==> src/rtl/kwdt_pkg.sv <==
// Shared constants and types for the keyed watchdog.
// Assumes a 32-bit data path and byte offsets on the register bus.
package kwdt_pkg;
    localparam int DATA_W  = 32;
    localparam int DLY_W   = 5;
    localparam int CAUSE_W = 3;

    localparam logic [DATA_W-1:0] KEY_FIRST  = 32'hABCD_1234;
    localparam logic [DATA_W-1:0] KEY_SECOND = 32'h4321_DCBA;

    localparam int OFS_SOFT = 0;
    localparam int OFS_CFG  = 4;
    localparam int OFS_KEY1 = 8;
    localparam int OFS_KEY2 = 12;

    typedef enum logic [CAUSE_W-1:0] {
        CAUSE_HARD    = 3'd0,
        CAUSE_TIMEOUT = 3'd1,
        CAUSE_BADKEY  = 3'd2,
        CAUSE_SOFT    = 3'd3,
        CAUSE_USER    = 3'd4
    } cause_e;
endpackage

==> src/rtl/kwdt_keyseq.sv <==
// Refresh sequencer: tracks whether the first key has been written correctly,
// and flags a complete good refresh or a malformed key write.
// Assumes at most one of wr_first / wr_second is high in a cycle.
module kwdt_keyseq
    import kwdt_pkg::*;
(
    input  logic              clk,
    input  logic              rst_n,
    input  logic              clr,
    input  logic              wr_first,
    input  logic              wr_second,
    input  logic [DATA_W-1:0] wdata,
    output logic              good,
    output logic              bad
);
    logic armed;

    // Classify the current key write.
    always_comb begin
        good = wr_second && armed && (wdata == KEY_SECOND);
        bad  = (wr_first && (wdata != KEY_FIRST)) || (wr_second && !good);
    end

    // Remember a correct first key until the next key write.
    always_ff @(posedge clk) begin
        if (!rst_n || clr)   armed <= 1'b0;
        else if (wr_first)   armed <= (wdata == KEY_FIRST);
        else if (wr_second)  armed <= 1'b0;
    end

    // arming only follows a correct first-key write
    a_r4_arm_needs_key: assert property (@(posedge clk) disable iff (!rst_n)
        $rose(armed) |-> $past(wr_first && (wdata == KEY_FIRST)));
endmodule

==> src/rtl/kwdt_period.sv <==
// Period counter: counts while running and flags expiry at 2^(delay+1)-1.
// Assumes the delay only changes together with a clear.
module kwdt_period #(
    parameter int DLY_W = 5
) (
    input  logic             clk,
    input  logic             rst_n,
    input  logic             clr,
    input  logic             run,
    input  logic [DLY_W-1:0] delay,
    output logic             expire
);
    localparam int CNT_W = 1 << DLY_W;

    logic [CNT_W-1:0] count;
    logic [CNT_W-1:0] limit;
    logic [DLY_W:0]   dly_p1;

    // Terminal count: low (delay+1) bits set.
    always_comb begin
        dly_p1 = {1'b0, delay} + 1'b1;
        limit  = ~({CNT_W{1'b1}} << dly_p1);
        expire = run && (count == limit);
    end

    // Advance the count while running, holding at the terminal value.
    always_ff @(posedge clk) begin
        if (!rst_n || clr)        count <= '0;
        else if (run && !expire)  count <= count + 1'b1;
    end

    // a running count never passes its terminal value
    a_r3_count_bound: assert property (@(posedge clk) disable iff (!rst_n)
        run |-> (count <= limit));
endmodule

==> src/rtl/kwdt_pulse.sv <==
// Reset-request pulse generator and cause register. A trigger starts a
// fixed-length pulse; triggers during the pulse are dropped.
// Assumes the trigger inputs are single-cycle qualified events.
module kwdt_pulse
    import kwdt_pkg::*;
#(
    parameter int PULSE_LEN = 16
) (
    input  logic               clk,
    input  logic               rst_n,
    input  logic               user_rst,
    input  logic               trig_soft,
    input  logic               trig_bad,
    input  logic               trig_tmo,
    output logic               req,
    output logic               fire,
    output logic [CAUSE_W-1:0] cause
);
    localparam int PW = $clog2(PULSE_LEN + 1);

    logic [PW-1:0] pcnt;
    cause_e        cause_q;

    // Accept a trigger only when no pulse is in progress.
    always_comb fire = !req && (trig_soft || trig_bad || trig_tmo);

    // Hold the request high for PULSE_LEN cycles.
    always_ff @(posedge clk) begin
        if (!rst_n) begin
            req  <= 1'b0;
            pcnt <= '0;
        end else if (fire) begin
            req  <= 1'b1;
            pcnt <= PW'(PULSE_LEN - 1);
        end else if (req) begin
            if (pcnt == '0) req <= 1'b0;
            else            pcnt <= pcnt - 1'b1;
        end
    end

    // Record the reason: user reset first, then soft, bad key, timeout.
    always_ff @(posedge clk) begin
        if (!rst_n)        cause_q <= CAUSE_HARD;
        else if (user_rst) cause_q <= CAUSE_USER;
        else if (fire)     cause_q <= trig_soft ? CAUSE_SOFT :
                                      trig_bad  ? CAUSE_BADKEY : CAUSE_TIMEOUT;
    end

    assign cause = cause_q;

    // Checker: length of the current high stretch.
    logic [31:0] hi_len;
    always_ff @(posedge clk) begin
        if (!rst_n)   hi_len <= '0;
        else if (req) hi_len <= hi_len + 1'b1;
        else          hi_len <= '0;
    end

    // pulse is exactly PULSE_LEN cycles
    a_r9_pulse_len: assert property (@(posedge clk) disable iff (!rst_n)
        $fell(req) |-> (hi_len == 32'(PULSE_LEN)));
    // cause is frozen during the pulse unless a user reset arrives
    a_r9_cause_hold: assert property (@(posedge clk) disable iff (!rst_n)
        (req && !user_rst) |=> $stable(cause_q));
endmodule

==> src/rtl/keyed_watchdog.sv <==
// Keyed watchdog top: register decode, enable/stop handshake, and wiring of
// the refresh sequencer, period counter and request pulse.
// Assumes one clock for bus and counter; reads are decoded from bus_addr.
module keyed_watchdog
    import kwdt_pkg::*;
#(
    parameter int ADDR_W    = 4,
    parameter int PULSE_LEN = 16
) (
    input  logic              clk,
    input  logic              rst_n,
    input  logic              user_rst,
    input  logic [ADDR_W-1:0] bus_addr,
    input  logic              bus_wr,
    input  logic [DATA_W-1:0] bus_wdata,
    output logic [DATA_W-1:0] bus_rdata,
    output logic              rst_req
);
    logic               wr_ok, wr_soft, wr_cfg, wr_k1, wr_k2;
    logic               key_good, key_bad, expire, fire, start, state_clr;
    logic               cfg_en, run;
    logic [DLY_W-1:0]   cfg_dly, act_dly;
    logic [CAUSE_W-1:0] cause;

    // Decode bus writes; writes are dropped during a pulse or user reset.
    always_comb begin
        wr_ok     = bus_wr && !rst_req && !user_rst;
        wr_soft   = wr_ok && (bus_addr == ADDR_W'(OFS_SOFT));
        wr_cfg    = wr_ok && (bus_addr == ADDR_W'(OFS_CFG));
        wr_k1     = wr_ok && (bus_addr == ADDR_W'(OFS_KEY1));
        wr_k2     = wr_ok && (bus_addr == ADDR_W'(OFS_KEY2));
        start     = wr_cfg && bus_wdata[DATA_W-1] && !run;
        state_clr = rst_req || user_rst || fire;
    end

    // Software-visible configuration, returned to zero by any watchdog reset.
    always_ff @(posedge clk) begin
        if (!rst_n || state_clr) begin
            cfg_en  <= 1'b0;
            cfg_dly <= '0;
        end else if (wr_cfg) begin
            cfg_en  <= bus_wdata[DATA_W-1];
            cfg_dly <= bus_wdata[DLY_W-1:0];
        end
    end

    // Running state and active delay: change only at a refresh or a start.
    always_ff @(posedge clk) begin
        if (!rst_n || state_clr) begin
            run     <= 1'b0;
            act_dly <= '0;
        end else if (key_good) begin
            run     <= cfg_en;
            act_dly <= cfg_dly;
        end else if (start) begin
            run     <= 1'b1;
            act_dly <= bus_wdata[DLY_W-1:0];
        end
    end

    kwdt_keyseq u_keyseq (
        .clk       (clk),
        .rst_n     (rst_n),
        .clr       (state_clr),
        .wr_first  (wr_k1),
        .wr_second (wr_k2),
        .wdata     (bus_wdata),
        .good      (key_good),
        .bad       (key_bad)
    );

    kwdt_period #(.DLY_W(DLY_W)) u_period (
        .clk    (clk),
        .rst_n  (rst_n),
        .clr    (state_clr || key_good || start),
        .run    (run),
        .delay  (act_dly),
        .expire (expire)
    );

    kwdt_pulse #(.PULSE_LEN(PULSE_LEN)) u_pulse (
        .clk       (clk),
        .rst_n     (rst_n),
        .user_rst  (user_rst),
        .trig_soft (wr_soft && bus_wdata[0]),
        .trig_bad  (run && key_bad),
        .trig_tmo  (expire),
        .req       (rst_req),
        .fire      (fire),
        .cause     (cause)
    );

    // Read-back multiplexer.
    always_comb begin
        bus_rdata = '0;
        if (bus_addr == ADDR_W'(OFS_CFG)) begin
            bus_rdata[DATA_W-1]  = cfg_en;
            bus_rdata[DLY_W-1:0] = cfg_dly;
        end else if (bus_addr == ADDR_W'(OFS_KEY1)) begin
            bus_rdata[CAUSE_W-1:0] = cause;
        end
    end

    // wrong first key while running raises the request next cycle
    a_r5_bad_key_req: assert property (@(posedge clk) disable iff (!rst_n)
        (bus_wr && !rst_req && !user_rst && run &&
         bus_addr == ADDR_W'(OFS_KEY1) && bus_wdata != KEY_FIRST) |=> rst_req);
    // the watchdog only stops through a refresh or a reset
    a_r7_stop_by_refresh: assert property (@(posedge clk) disable iff (!rst_n)
        $fell(run) |-> $past(key_good || state_clr));
    // soft-reset command yields a request with cause 3
    a_r8_soft_cmd: assert property (@(posedge clk) disable iff (!rst_n)
        (bus_wr && !rst_req && !user_rst && bus_addr == ADDR_W'(OFS_SOFT) &&
         bus_wdata[0]) |=> (rst_req && cause == CAUSE_SOFT));
    // a stopped watchdog raises nothing without a soft-reset command
    a_r6_idle_quiet: assert property (@(posedge clk) disable iff (!rst_n)
        (!run && !rst_req && !(bus_wr && bus_addr == ADDR_W'(OFS_SOFT) &&
         bus_wdata[0])) |=> !rst_req);
endmodule

==> config.mk <==
export PLATFORM = sky130hd
export DESIGN_NAME = keyed_watchdog
export DESIGN_NICKNAME = d
export VERILOG_FILES = /design/src/rtl/kwdt_pkg.sv /design/src/rtl/kwdt_keyseq.sv /design/src/rtl/kwdt_period.sv /design/src/rtl/kwdt_pulse.sv /design/src/rtl/keyed_watchdog.sv
export SDC_FILE = /design/constraint.sdc
export NUM_CORES = 1
export LEC_CHECK = 0
export CAP_MARGIN = 10
export CORE_MARGIN = 5
export CORE_UTILIZATION = 65
export CTS_CLUSTER_SIZE = 12
export DETAILED_ROUTE_END_ITERATION = 8
export DONT_BUFFER_PORTS = 1
export PLACE_DENSITY = 0.88
export SYNTH_ARGS = -nofsm -noshare
export SYNTH_HDL_FRONTEND = slang
export SYNTH_SLANG_ARGS = --single-unit
export TNS_END_PERCENT = 20
==> constraint.sdc <==
create_clock -name clk -period 7.69 [get_ports clk]
set_input_delay 1.538 -clock clk [delete_from_list [all_inputs] [get_ports clk]]
set_output_delay 1.538 -clock clk [all_outputs]
set_load 0.01 [all_outputs]
# Yosys cells after proc, flatten, opt, wreduce, memory -nomap -nowiden
# Index checks and enable logic that the tools add are counted.
# totals
output_inout_bits	33
ff_bits	54
# classes
reduce_logical	42
n_shift	1
eq_ne	8
mux	20
addsub	3
n_bitwise	3
# ops
operator	n
$add A32 B1 Y32 const B	1
$eq A32 B31 Y1 const B	1
$eq A32 B32 Y1	1
$eq A32 B32 Y1 const B	1
$ne A32 B32 Y1 const B	1
$not A32 Y32	1
$shl A32 B6 Y32 const A	1
$logic_and A1 B1 Y1	17
$mux W3	5
$mux W4	3
$mux W5	2
$logic_or A1 B1 Y1	9
$eq A4 B4 Y1 const B	2
$mux W1	8
$reduce_bool A2 Y1	4
$add A5 B1 Y6 const B	1
$logic_not A1 Y1	6
$logic_not A5 Y1	1
$sub A5 B1 Y5 const B	1
$eq A4 B3 Y1 const B	1
$logic_not A4 Y1	1
$mux W2	2
$reduce_and A2 Y1	2
$reduce_or A2 Y1	2
2 further kinds	3

# Depth between registers and ports, before layout
# depth
ltp_word	17
mapped_depth	18
depth_no_buf	11

# Hierarchy
# Synthesis repeated with hierarchy kept, for this count alone.
# unflattened
cells_unflattened	540
area_unflattened_um2	4251.6
# by_module_without_submodules
module	area_per_inst_um2	cells_each	instances	seq_area_each_um2
kwdt_period	2686.3	364	1	640.6
keyed_watchdog	914.6	105	1	240.2
kwdt_pulse	431.7	46	1	180.2
kwdt_keyseq	219.0	25	1	20.0

# Worst setup path before layout
# Ideal clock, no wire load.
# synth_timing
path_kind	input to register
startpoint	input port bus_addr[2]
endpoint	register u_period.count[18]
arrival_time_ns	3.967
setup_slack_ns	3.591
path_stages	11
t_required_ns	7.558
path_buffers	4
cell_sequence	nor2b_1 -> and2_1 -> nand3_1 -> or3b_2 -> clkbuf_1 -> and2_1 -> clkbuf_1 -> nand3_1 -> clkbuf_1 -> clkbuf_1 -> a21oi_1
# synth_via
elab_chain_cells	15
word_cells_on_any_way	25
# synth_rtl
item	line_no	source
start, declared	keyed_watchdog.sv:13	input logic [ADDR_W-1:0] bus_addr,
$eq A4 B4 Y1	keyed_watchdog.sv:31	wr_k2 = wr_ok && (bus_addr == ADDR_W'(OFS_KEY2));
$logic_and A1 B1 Y1	keyed_watchdog.sv:31	
$logic_and A1 B1 Y1 (2 in series)	kwdt_keyseq.sv:20	good = wr_second && armed && (wdata == KEY_SECOND);
$logic_not A1 Y1	kwdt_keyseq.sv:21	bad = (wr_first && (wdata != KEY_FIRST)) || (wr_second && !good);
$logic_and A1 B1 Y1	kwdt_keyseq.sv:21	
$logic_or A1 B1 Y1	kwdt_keyseq.sv:21	
$logic_and A1 B1 Y1	keyed_watchdog.sv:86	.trig_bad (run && key_bad),
$logic_or A1 B1 Y1 (2 in series)	kwdt_pulse.sv:25	always_comb fire = !req && (trig_soft || trig_bad || trig_tmo);
$logic_and A1 B1 Y1	kwdt_pulse.sv:25	
$logic_or A1 B1 Y1	keyed_watchdog.sv:33	state_clr = rst_req || user_rst || fire;
$logic_or A1 B1 Y1	keyed_watchdog.sv:75	.clr (state_clr || key_good || start),
$logic_or A1 B1 Y1 *	keyed_watchdog.sv:75	
$logic_or A1 B1 Y1 *	kwdt_period.sv:28	if (!rst_n || clr) count <= '0;
end signal, assigned	kwdt_period.sv:29	else if (run && !expire) count <= count + 1'b1;
end, declared	kwdt_period.sv:15	logic [CNT_W-1:0] count;
# Mark *: on every way between the ends. The rest lies on a longest branch, timed or not.
# A chain may end at the register's enable or synchronous reset.

# Worst setup path after layout
# layout_timing
startpoint	register act_dly[1]
endpoint	register u_period.count[13]
# layout_via
elab_chain_cells	11
word_cells_on_any_way	13
# layout_rtl
item	line_no	source
start, declared	keyed_watchdog.sv:22	logic [DLY_W-1:0] cfg_dly, act_dly;
start signal, assigned	keyed_watchdog.sv:54	act_dly <= cfg_dly;
start signal, assigned	keyed_watchdog.sv:57	act_dly <= bus_wdata[DLY_W-1:0];
$add A5 B1 Y6 *	kwdt_period.sv:21	dly_p1 = {1'b0, delay} + 1'b1;
$shl A32 B6 Y32 *	kwdt_period.sv:22	limit = ~({CNT_W{1'b1}} << dly_p1);
$not A32 Y32 *	kwdt_period.sv:22	
$eq A32 B32 Y1 *	kwdt_period.sv:23	expire = run && (count == limit);
$logic_and A1 B1 Y1 *	kwdt_period.sv:23	
$logic_or A1 B1 Y1	kwdt_pulse.sv:25	
$logic_and A1 B1 Y1	kwdt_pulse.sv:25	
$logic_or A1 B1 Y1	keyed_watchdog.sv:33	
$logic_or A1 B1 Y1 (2 in series)	keyed_watchdog.sv:75	
$logic_or A1 B1 Y1	kwdt_period.sv:28	
# Marks and branches as above.

==> run summary <==
TIMING
------------------------------------------------------------------------------
Hold Slack                                                            0.471 ns
RSZ-0062 raised after global routing                                     false
Maximum clock frequency                                                210 MHz
Final setup violation count                                                  0
Hold violation total from the final report                                   0
Skew final                                                           0.0154 ns
Final cycle utilization of the critical path                             62.0%
Shortest period the worst path allows                                  4.77 ns
Final Max Tran Viols                                                         0
Headroom to the max-slew limit                                           25.0%
Post-layout worst setup margin                                         2.92 ns
Total negative setup slack                                                0 ns
Worst Max-Slew Pin Slew                                                1.12 ns

SETUP PATH
------------------------------------------------------------------------------
Required time worst endpoint                                           7.84 ns
Crit path max-delay family                                        simple AND/OR/NAND/NOR gates
Maximum fanout along the worst path                                         29
Critical path launch point type                                           flop
CP bufs+invs                                                                 0
Critical path capture point type                                          flop
Ordered cell list for the critical path                           ha_1, and3_1, mux2_4, nor4_1, a41oi_1, a2111oi_0, nor3b_1, nand3_1, nand3_1, a21oi_1
Critical path's largest stage delay                                    0.79 ns
Critical path data arrival time                                        4.91 ns
Kind of critical path                                               reg -> reg
Most used cell, CP                                                sky130_fd_sc_hd__nand3_1
Worst-path cell with the longest stage delay                      sky130_fd_sc_hd__nand3_1

CLOCK TREE
------------------------------------------------------------------------------
Clock transition at the registers of the reported paths                0.11 ns
# resized after CTS                                                          0
Clock Sinks                                                                 54
Clock root buffer                                                 sky130_fd_sc_hd__clkbuf_8
TritonCTS clock tree                                                     built
CTS Buf Count                                                                5
Htree depth                                                                  2
# Post-CTS Setup Buffers                                                     0
Number of hold-repair buffers added at the cts stage                         0
Clk_lat worst skew                                                     0.32 ns
Largest buffer count on any clock path                                       2

SYNTH
------------------------------------------------------------------------------
Number of unique standard cell types used by synthesis                      79
Number of warnings printed during yosys synthesis                            0
Sequential fraction of the synthesis area                                23.6%
Cell Area, Synth                                                    4580 sq um
Synth Area per Inst                                                 7.57 sq um
Seq cells post-synth                                                        54
Post-synth top area cell                                          sky130_fd_sc_hd__dfxtp_1
Ys async rst share                                                          0%
Biggest area contributors in the synthesized netlist              sky130_fd_sc_hd__dfxtp_1, sky130_fd_sc_hd__buf_4, sky130_fd_sc_hd__a21oi_1, sky130_fd_sc_hd__nand2_1, sky130_fd_sc_hd__o31ai_1
Top-area cell type share of the netlist area                             23.6%
Cell count after synthesis                                                 605
Most common flop cell mapped by yosys                             sky130_fd_sc_hd__dfxtp_1
Number of enable-type register cells in the synthesized netlist              0

JOB
------------------------------------------------------------------------------
MaxCap Viol Count                                                            0

FLOORPLANNING
------------------------------------------------------------------------------
Initial core utilization                                                 67.1%
Die Outline Area                                                    8830 sq um
Core Area                                                           6830 sq um
Num ports                                                                   73
Horiz. Die Dim                                                    94.0 microns
FP Rows                                                                     30
Die span in y                                                     94.0 microns

ROUTING
------------------------------------------------------------------------------
Number of vias after detailed routing                                     4650
TritonRoute pass-1 iters                                                     7
Initial detailed-routing violation count                                   524
Final wirelength                                                       12.6 mm
Wire length the detailed router placed on met1                         5.03 mm
Post-DRT Antenna Nets                                                        0
Met2 layer wire length in the routed design                            6.18 mm
Met3 Routed Length                                                     1.04 mm
Top layer reached by signal wires                                         met4
DRC Markers                                                                  0
Vias/cell                                                                 7.00
Routed len/inst                                                   19.0 microns

GLOBAL ROUTING
------------------------------------------------------------------------------
Via count of the first global-routing pass                                4181
GR Util All Layers                                                       28.5%
Antenna violations before repair                                             0
Final global-route overflow total                                            0
Maximum number of pins on one net before global-route repair                53
Wire length of the first global-routing pass                           20.3 mm

OUTCOME
------------------------------------------------------------------------------
Status                                                            complete, no violations

PLACED DESIGN
------------------------------------------------------------------------------
GP Congestion                                                             1.02
Post-detailed-placement cell area                                   4390 sq um
DPL Wire Length                                                        9.21 mm
Post-Place Worst Slack                                                 3.10 ns
Input/output buffers                                                         0

LAYOUT
------------------------------------------------------------------------------
Core occupancy in the finished layout                                    65.9%
Design area                                                         4500 sq um
Sequential standard cell area                                       1080 sq um
Final net count                                                            614
Fraction of layout instances using a drive strength above 1              4.40%
Area of the multi-input gates                                       3110 sq um
Area added between synthesis and finish                                 -1.75%
Inserted Diodes                                                              0
Filler cell count                                                          614

POWER
------------------------------------------------------------------------------
Power per standard cell area                                       110 nW/um^2
Worst voltage drop across the vdd grid                             0.0000782 V
Cell leakage power                                                     1.51 nW

MIN PATH
------------------------------------------------------------------------------
Kind of path behind the tightest hold check                         reg -> reg

-- through the flow --
stage	total power, mW	std cells
2_1_floorplan	0.315	630
3_3_place_gp	0.306	657
3_5_place_dp	0.306	657
4_1_cts	0.496	664
5_1_grt	0.510	664
6_report	0.495	664
-- Yosys cell counts, types with 16 or more instances --
cell type	n
sky130_fd_sc_hd__and3_1	16
sky130_fd_sc_hd__or4_1	19
sky130_fd_sc_hd__buf_4	29
sky130_fd_sc_hd__dfxtp_1	54
sky130_fd_sc_hd__nand4_1	18
sky130_fd_sc_hd__nand2_1	40
sky130_fd_sc_hd__nor2_1	39
sky130_fd_sc_hd__clkbuf_1	23
sky130_fd_sc_hd__inv_1	18
sky130_fd_sc_hd__nand3_1	26
sky130_fd_sc_hd__o21ai_0	28
sky130_fd_sc_hd__o31ai_1	20
sky130_fd_sc_hd__a21oi_1	42
-- kinds of logic after synthesis --
family / after synthesis / share of synthesized area [%]
adder cells (fa/ha/maj): 6 / 1.64
AO/OA/AOI/OAI: 172 / 25.5
AND/OR/NAND/NOR: 258 / 32.8
other: 1 / 0.0818
multiplexers: 17 / 4.15
flip-flops: 54 / 23.6
buffers and inverters: 89 / 10.6
XOR/XNOR: 8 / 1.69
-- tightest hold or removal path: stages, from the launching register on --
cell                        delay, ns
sky130_fd_sc_hd__dfxtp_1         0.33
sky130_fd_sc_hd__nand2_1         0.05
sky130_fd_sc_hd__o2bb2ai_1       0.05
-- layer usage --
metal,up-vias,GRT usage [%]
met5,-,0
met4,0,9.87
met3,35,6.49
met2,250,49.7
met1,2175,34.1
li1,2190,-
-- sequential cells by signal, summed over array words and instances, names as in the netlist --
register / flops
u_pulse.req: 1
cfg_en: 1
u_period.count: 32
u_keyseq.armed: 1
cfg_dly: 5
u_pulse.pcnt: 5
u_pulse.cause: 3
run: 1
act_dly: 5
-- cell usage in the layout (no fill, tap or decap), types with 4 or more instances in the layout --
cell type	count
sky130_fd_sc_hd__a2111oi_0	4
sky130_fd_sc_hd__o41ai_1	4
sky130_fd_sc_hd__a211oi_1	6
sky130_fd_sc_hd__a22oi_1	6
sky130_fd_sc_hd__nor2_1	39
sky130_fd_sc_hd__nand3_1	26
sky130_fd_sc_hd__xnor2_1	5
sky130_fd_sc_hd__or3_1	9
sky130_fd_sc_hd__nand2b_1	5
sky130_fd_sc_hd__mux2i_1	13
sky130_fd_sc_hd__nor2b_1	7
sky130_fd_sc_hd__and3_1	16
sky130_fd_sc_hd__o31ai_1	20
sky130_fd_sc_hd__nor4b_1	4
sky130_fd_sc_hd__conb_1	26
sky130_fd_sc_hd__clkbuf_8	5
sky130_fd_sc_hd__o21ai_0	28
sky130_fd_sc_hd__dfxtp_1	54
sky130_fd_sc_hd__nor4bb_1	4
sky130_fd_sc_hd__nand2_1	40
sky130_fd_sc_hd__and2_1	11
sky130_fd_sc_hd__a21o_1	6
sky130_fd_sc_hd__nand4b_1	7
sky130_fd_sc_hd__and4_1	5
sky130_fd_sc_hd__ha_1	6
sky130_fd_sc_hd__nor3_1	14
sky130_fd_sc_hd__nand4_1	18
sky130_fd_sc_hd__inv_1	18
sky130_fd_sc_hd__nor4_1	11
sky130_fd_sc_hd__nand3b_1	6
sky130_fd_sc_hd__a21oi_1	42
sky130_fd_sc_hd__nor3b_1	4
sky130_fd_sc_hd__a31oi_1	8
sky130_fd_sc_hd__or4_1	19
sky130_fd_sc_hd__o21a_1	7
-- report_power, final --
| part | internal (mW) | switching (mW) | total, mW |
|---|---|---|---|
| Sequential | 0.280 | 0.000834 | 0.281 |
| Clock | 0.0960 | 0.0984 | 0.194 |
| Combinational | 0.00506 | 0.0143 | 0.0193 |
-- final timing paths --
kind                                        from                  to  slack [ns]  cells past startpoint
worst max-delay path                  act_dly[1]  u_period.count[13]        2.92                     10
worst min-delay path            u_pulse.cause[1]    u_pulse.cause[1]        0.47                      2
worst max register to register        act_dly[1]  u_period.count[13]        2.92                     10
worst min register to register  u_pulse.cause[1]    u_pulse.cause[1]        0.47                      2
-- final cells by class --
type	count	share of cell area, %
clock buffers	5	1.53
multi-input cells	487	69.1
inverters	18	1.50
flip-flops and latches	54	24.0
repair buffers	2	0.334
well taps	96	2.67
clock inverters	2	0.862
Power figures use the tool's default switching activity.
